<file path="src/rtl/blk_guard_pkg.sv">
package blk_guard_pkg;

   typedef enum logic [1:0] {
      OP_NONE   = 2'b00,
      OP_PROT   = 2'b01,
      OP_UNPROT = 2'b10,
      OP_LOCK   = 2'b11
   } guard_op_e;

endpackage

</file>
<file path="src/rtl/blk_guard_wp_edge.sv">
module blk_guard_wp_edge (
   input  logic clk,
   input  logic rst_n,
   input  logic wp_in,
   output logic wp_lvl,
   output logic wp_rise,
   output logic wp_fall
);

   logic wp_q;

   always_ff @(posedge clk or negedge rst_n) begin
      if (!rst_n) wp_q <= 1'b1;
      else        wp_q <= wp_in;
   end

   assign wp_lvl  = wp_q;
   assign wp_rise = wp_in & ~wp_q;
   assign wp_fall = ~wp_in & wp_q;


   wp_follow_chk: assert property (@(posedge clk) disable iff (!rst_n)
      1'b1 |=> (wp_lvl == $past(wp_in)));

endmodule

</file>
<file path="src/rtl/blk_guard_cell.sv">
module blk_guard_cell
   import blk_guard_pkg::*;
(
   input  logic      clk,
   input  logic      rst_n,
   input  logic      lock_clr,
   input  logic      wp_lvl,
   input  logic      wp_rise,
   input  logic      wp_fall,
   input  logic      hit,
   input  guard_op_e op,
   output logic      lock_o,
   output logic      prot_o,
   output logic      allow_o
);

   logic lock_q, prot_q, save_q;
   logic lock_d, prot_d, save_d;
   logic may_edit;

   assign may_edit = wp_lvl | ~lock_q;

   always_comb begin
      lock_d = lock_q;
      prot_d = prot_q;
      save_d = save_q;
      if (lock_clr) begin
         lock_d = 1'b0;
         prot_d = 1'b1;
         save_d = 1'b1;
      end else if (wp_fall) begin
         if (lock_q) prot_d = 1'b1;
      end else if (wp_rise) begin
         if (lock_q) prot_d = save_q;
      end else if (hit) begin
         unique case (op)
            OP_PROT:   if (may_edit) prot_d = 1'b1;
            OP_UNPROT: if (may_edit) prot_d = 1'b0;
            OP_LOCK: begin
               if (!lock_q) save_d = prot_q;
               lock_d = 1'b1;
               prot_d = 1'b1;
            end
            default: ;
         endcase
      end
   end

   always_ff @(posedge clk or negedge rst_n) begin
      if (!rst_n) begin
         lock_q <= 1'b0;
         prot_q <= 1'b1;
         save_q <= 1'b1;
      end else begin
         lock_q <= lock_d;
         prot_q <= prot_d;
         save_q <= save_d;
      end
   end

   assign lock_o  = lock_q;
   assign prot_o  = prot_q;
   assign allow_o = ~prot_q & may_edit;


   lock_sticky_chk: assert property (@(posedge clk) disable iff (!rst_n)
      (lock_q && !lock_clr) |=> lock_q);


   fall_forces_chk: assert property (@(posedge clk) disable iff (!rst_n)
      (wp_fall && lock_q && !lock_clr) |=> (prot_q && lock_q));


   rise_restore_chk: assert property (@(posedge clk) disable iff (!rst_n)
      (wp_rise && lock_q && !lock_clr) |=> (prot_q == $past(save_q)));


   clear_state_chk: assert property (@(posedge clk) disable iff (!rst_n)
      lock_clr |=> (!lock_q && prot_q && save_q));


   low_locked_chk: assert property (@(posedge clk) disable iff (!rst_n)
      (!wp_lvl && lock_q && !wp_rise && !lock_clr) |=> prot_q);

endmodule

</file>
<file path="src/rtl/blk_guard_top.sv">
module blk_guard_top
   import blk_guard_pkg::*;
#(
   parameter  int NUM_BLOCKS = 8,
   localparam int IDX_W      = (NUM_BLOCKS > 1) ? $clog2(NUM_BLOCKS) : 1
) (
   input  logic                  clk,
   input  logic                  rst_n,
   input  logic                  lock_clr,
   input  logic                  wp_in,
   input  logic                  cmd_valid,
   input  logic [1:0]            cmd_op,
   input  logic [IDX_W-1:0]      cmd_idx,
   input  logic [IDX_W-1:0]      rd_idx,
   output logic [1:0]            rd_status,
   output logic [NUM_BLOCKS-1:0] pe_allow
);

   localparam int  SPAN     = 1 << IDX_W;
   localparam bit  FULL_MAP = (SPAN == NUM_BLOCKS);

   if (NUM_BLOCKS < 2) begin : g_bad_count
      $error("blk_guard_top: NUM_BLOCKS must be at least 2");
   end

   logic wp_lvl, wp_rise, wp_fall;
   logic [NUM_BLOCKS-1:0] lock_v, prot_v;
   guard_op_e op_e;

   assign op_e = guard_op_e'(cmd_op);

   blk_guard_wp_edge u_edge (
      .clk     (clk),
      .rst_n   (rst_n),
      .wp_in   (wp_in),
      .wp_lvl  (wp_lvl),
      .wp_rise (wp_rise),
      .wp_fall (wp_fall)
   );

   for (genvar i = 0; i < NUM_BLOCKS; i++) begin : g_cell
      logic hit;
      assign hit = cmd_valid && (cmd_idx == IDX_W'(i));

      blk_guard_cell u_cell (
         .clk      (clk),
         .rst_n    (rst_n),
         .lock_clr (lock_clr),
         .wp_lvl   (wp_lvl),
         .wp_rise  (wp_rise),
         .wp_fall  (wp_fall),
         .hit      (hit),
         .op       (op_e),
         .lock_o   (lock_v[i]),
         .prot_o   (prot_v[i]),
         .allow_o  (pe_allow[i])
      );
   end

   if (FULL_MAP) begin : g_rd_full
      always_comb rd_status = {lock_v[rd_idx], prot_v[rd_idx]};
   end else begin : g_rd_checked
      always_comb begin
         rd_status = 2'b00;
         for (int k = 0; k < NUM_BLOCKS; k++) begin
            if (rd_idx == IDX_W'(k)) rd_status = {lock_v[k], prot_v[k]};
         end
      end
   end

endmodule

</file>
<file path="config.mk">
export PLATFORM = sky130hd
export DESIGN_NAME = blk_guard_top
export DESIGN_NICKNAME = d
export VERILOG_FILES = /design/src/rtl/blk_guard_pkg.sv /design/src/rtl/blk_guard_wp_edge.sv /design/src/rtl/blk_guard_cell.sv /design/src/rtl/blk_guard_top.sv
export SDC_FILE = /design/constraint.sdc
export NUM_CORES = 1
export LEC_CHECK = 0
export BUFFER_PORTS_ARGS = -buffer_cell sky130_fd_sc_hd__buf_2
export CAP_MARGIN = 20
export CORE_MARGIN = 2
export CORE_UTILIZATION = 50
export CTS_CLUSTER_DIAMETER = 30
export DETAILED_ROUTE_END_ITERATION = 8
export PLACE_DENSITY = 0.78
export SLEW_MARGIN = 20
export SYNTH_ARGS = -nofsm -noshare
export SYNTH_HDL_FRONTEND = slang
export SYNTH_SLANG_ARGS = --single-unit
</file>
<file path="constraint.sdc">
create_clock -name clk -period 2.1 [get_ports clk]
set_input_delay 0.315 -clock clk [delete_from_list [all_inputs] [get_ports clk]]
set_output_delay 0.315 -clock clk [all_outputs]
set_load 0.005 [all_outputs]
</file>
==> out/metrics.yaml <==
status: "finished, final reports clean"
yosysTopAreaCell: "dfstp_2"
relSlewSlack_pct: 62.0
nFillCells: 299
reg2reg_from: "u_edge.wp_lvl"
hold_depth: 1
utilization_pct: 58.9
core-area_sq_mm: 0.00342
ys_seq_elements: 25
arrival_ns: 1.70
ant_nets: 0
sequentialPowerShare_pct: 53.9
viasPerCell: 5.85
ys_seq_area_share_pct: 35.5
min_to: "u_edge.wp_lvl"
grt_max_degree: 35
totalWireLength_mm: 4.43
grt_overflow_total: 0
synth_area_leaders: "dfstp_2, dfrtp_1, a21oi_1, mux2i_1, nor2_1"
path_max_fanout: 8
antenna_cells: 0
routedWlPerCell_um: 16.3
min_period_over_period_pct: 95.9
antenna_found_initial: 0
final_cell_mix: "a21oi_1, nor2_1, buf_2"
grt_pass1_vias: 1563
hp-start: "wp_in"
path_class: "flop to output pin"
area_growth_syn_to_layout_pct: 10.6
ir_drop_mv: 0.322
power_density_mw_per_mm2: 487
synth_cells: 205
die_h_um: 64.3
clk_pin_slew_ns: 0.14
finalMaxSlewViolations: 0
dieArea_sq_mm: 0.00414
layout-drive-gt1-share_pct: 31.0
grt_pass1_wl_mm: 7.58
holdWs_ns: 0.107
fin_nets: 242
die_w_um: 64.3
syn-cell-area_sq_mm: 0.00182
clockBufferDepth: 2
synthesis.nets: 220
synth_area_per_cell_sq_um: 8.88
clock_power_share_pct: 21.8
layout.area.seq_sq_um: 649
swShare_pct: 30.3
drc: 0
worstMarginPinSlew_ns: 0.570
firstDrtPassIters: 4
finalSetupTns_ns: 0
gp_congestion: 0.817
timing.fmax_mhz: 497
leakagePower_nw: 0.883
cts_tree: "yes"
maxCapViolCount: 0
dp.final_hpwl_mm: 3.13
portBuffers: 22
h-tree-depth: 1
start_util_pct: 53.3
hp-class: "input pin to flop"
power_frac_comb_pct: 24.2
multi_input_area_sq_mm: 0.00104
numCtsBuffers: 3
crit_path_start_kind: "flop"
synth.top_cell.area_share_pct: 24.5
num_rows: 21
endpoint_kind: "output pin"
finClkSkew_ns: 0.00823
period_needed_ns: 2.01
final_common_cell: "a21oi_1"
regToRegSetupSlack_ns: 0.17
synth_warnings: 0
cts.sinks: 25
ff2ff_path_depth: 5
rsz0062_at_grt: "no"
p_switching_w: 0.000297
p_int_w: 0.000684
pin_count: 23
r2r_end: "g_cell[6].u_cell.save_q"
synth_cell_types: 35
clock_latency_ns: 0.31
worstPathRequired_ns: 1.78
dr_total_vias: 1590
cts-root-buf: "clkbuf_4"
track_usage_pct: 23.9
hold_viol_final: 0
setup_violations: 0
drt_iter0_markers: 132
-- synth_stat cells (all sizes together) --
library cell	instances
dfstp	17
or2b	2
nor3b	1
a211oi	7
nand2b	9
mux2i	16
buf	14
mux4	4
clkbuf	3
a311oi	1
or3b	2
a41oi	1
dfrtp	8
or3	1
a21oi	33
nand4b	1
nand2	10
nor2b	6
o21ai	10
ha	2
nor2	29
clkinv	1
nor4	2
a31oi	6
nor3	8
mux2	1
xnor2	1
inv	9
-- registers in the layout (all words and copies together), names as in the netlist --
name / flops
g_cell.u_cell.lock_o: 8
g_cell.u_cell.prot_o: 8
g_cell.u_cell.save_q: 8
u_edge.wp_lvl: 1
-- power by group through the flow --
stage	registers (W)	clock network [W]	logic [W]
floorplan	0.000532	0	0.000165
CTS	0.000529	0.000227	0.000231
finish	0.000529	0.000214	0.000238
global placement	0.000537	0	0.000226
detailed placement	0.000538	0	0.000228
global route	0.000533	0.000251	0.000265
-- worst max path at each step --
stage | cells past startpoint | to | slack, ns | start
3_3_place_gp | 5 | g_cell[6].u_cell.prot_o | 0.24 | u_edge.wp_lvl
3_5_place_dp | 5 | g_cell[2].u_cell.save_q | 0.22 | u_edge.wp_lvl
2_1_floorplan | 5 | g_cell[2].u_cell.save_q | 0.23 | u_edge.wp_lvl
5_1_grt | 4 | rd_status[0] | 0.004 | g_cell[3].u_cell.prot_o
6_report | 3 | rd_status[1] | 0.09 | g_cell[6].u_cell.lock_o
4_1_cts | 4 | rd_status[0] | 0.03 | g_cell[3].u_cell.prot_o
-- area by class of cell --
| cell class | count | area share (%) |
|---|---|---|
| multi-input combinational | 153 | 51.6 |
| clock buffer | 4 | 1.31 |
| timing repair buffer | 34 | 10.1 |
| tap | 46 | 2.86 |
| inverter | 10 | 1.86 |
| sequential | 25 | 32.3 |
-- metrics by stage --
step / area [sq um] / total power [W] / instances / worst slack, ns
finish: 2010 / 0.000981 / 272 / 0.0866
global route: 2010 / 0.00105 / 272 / 0.00374
CTS: 2000 / 0.000988 / 271 / 0.0315
detailed placement: 1960 / 0.000766 / 266 / 0.222
global placement: 1960 / 0.000762 / 266 / 0.242
floorplan: 1820 / 0.000697 / 205 / 0.231
-- worst max-delay path, cell delays in order (launching register included) --
cell	delay, ns
dfrtp_1	0.49
mux4_2	0.49
mux2_2	0.28
buf_2	0.13
-- timing repair --
item,in CTS,in global routing
endpoints found under the hold margin,8,0
endpoints found under the setup margin,1,2
setup buffers,0,1
hold buffers,1,0
resized for setup,1,3
-- layer usage --
layer  routed length (um)  GRT usage, %
met2                 2050          36.6
met4                   36          6.91
met1                 1960          34.5
met3                  384          4.58
met5                    0             0
-- cell families (layout without fill, tap and decap cells) --
family,count (synthesis),in the layout,synth area share (%)
AO/OA/AOI/OAI,58,58,17.7
buffers and inverters,27,48,7.56
flip-flops,25,25,35.5
multiplexers,21,21,14.4
XOR/XNOR,1,1,0.481
AND/OR/NAND/NOR,71,71,23.0
adder cells (fa/ha/maj),2,2,1.37
No activity file was read; power rests on OpenSTA's default activity.
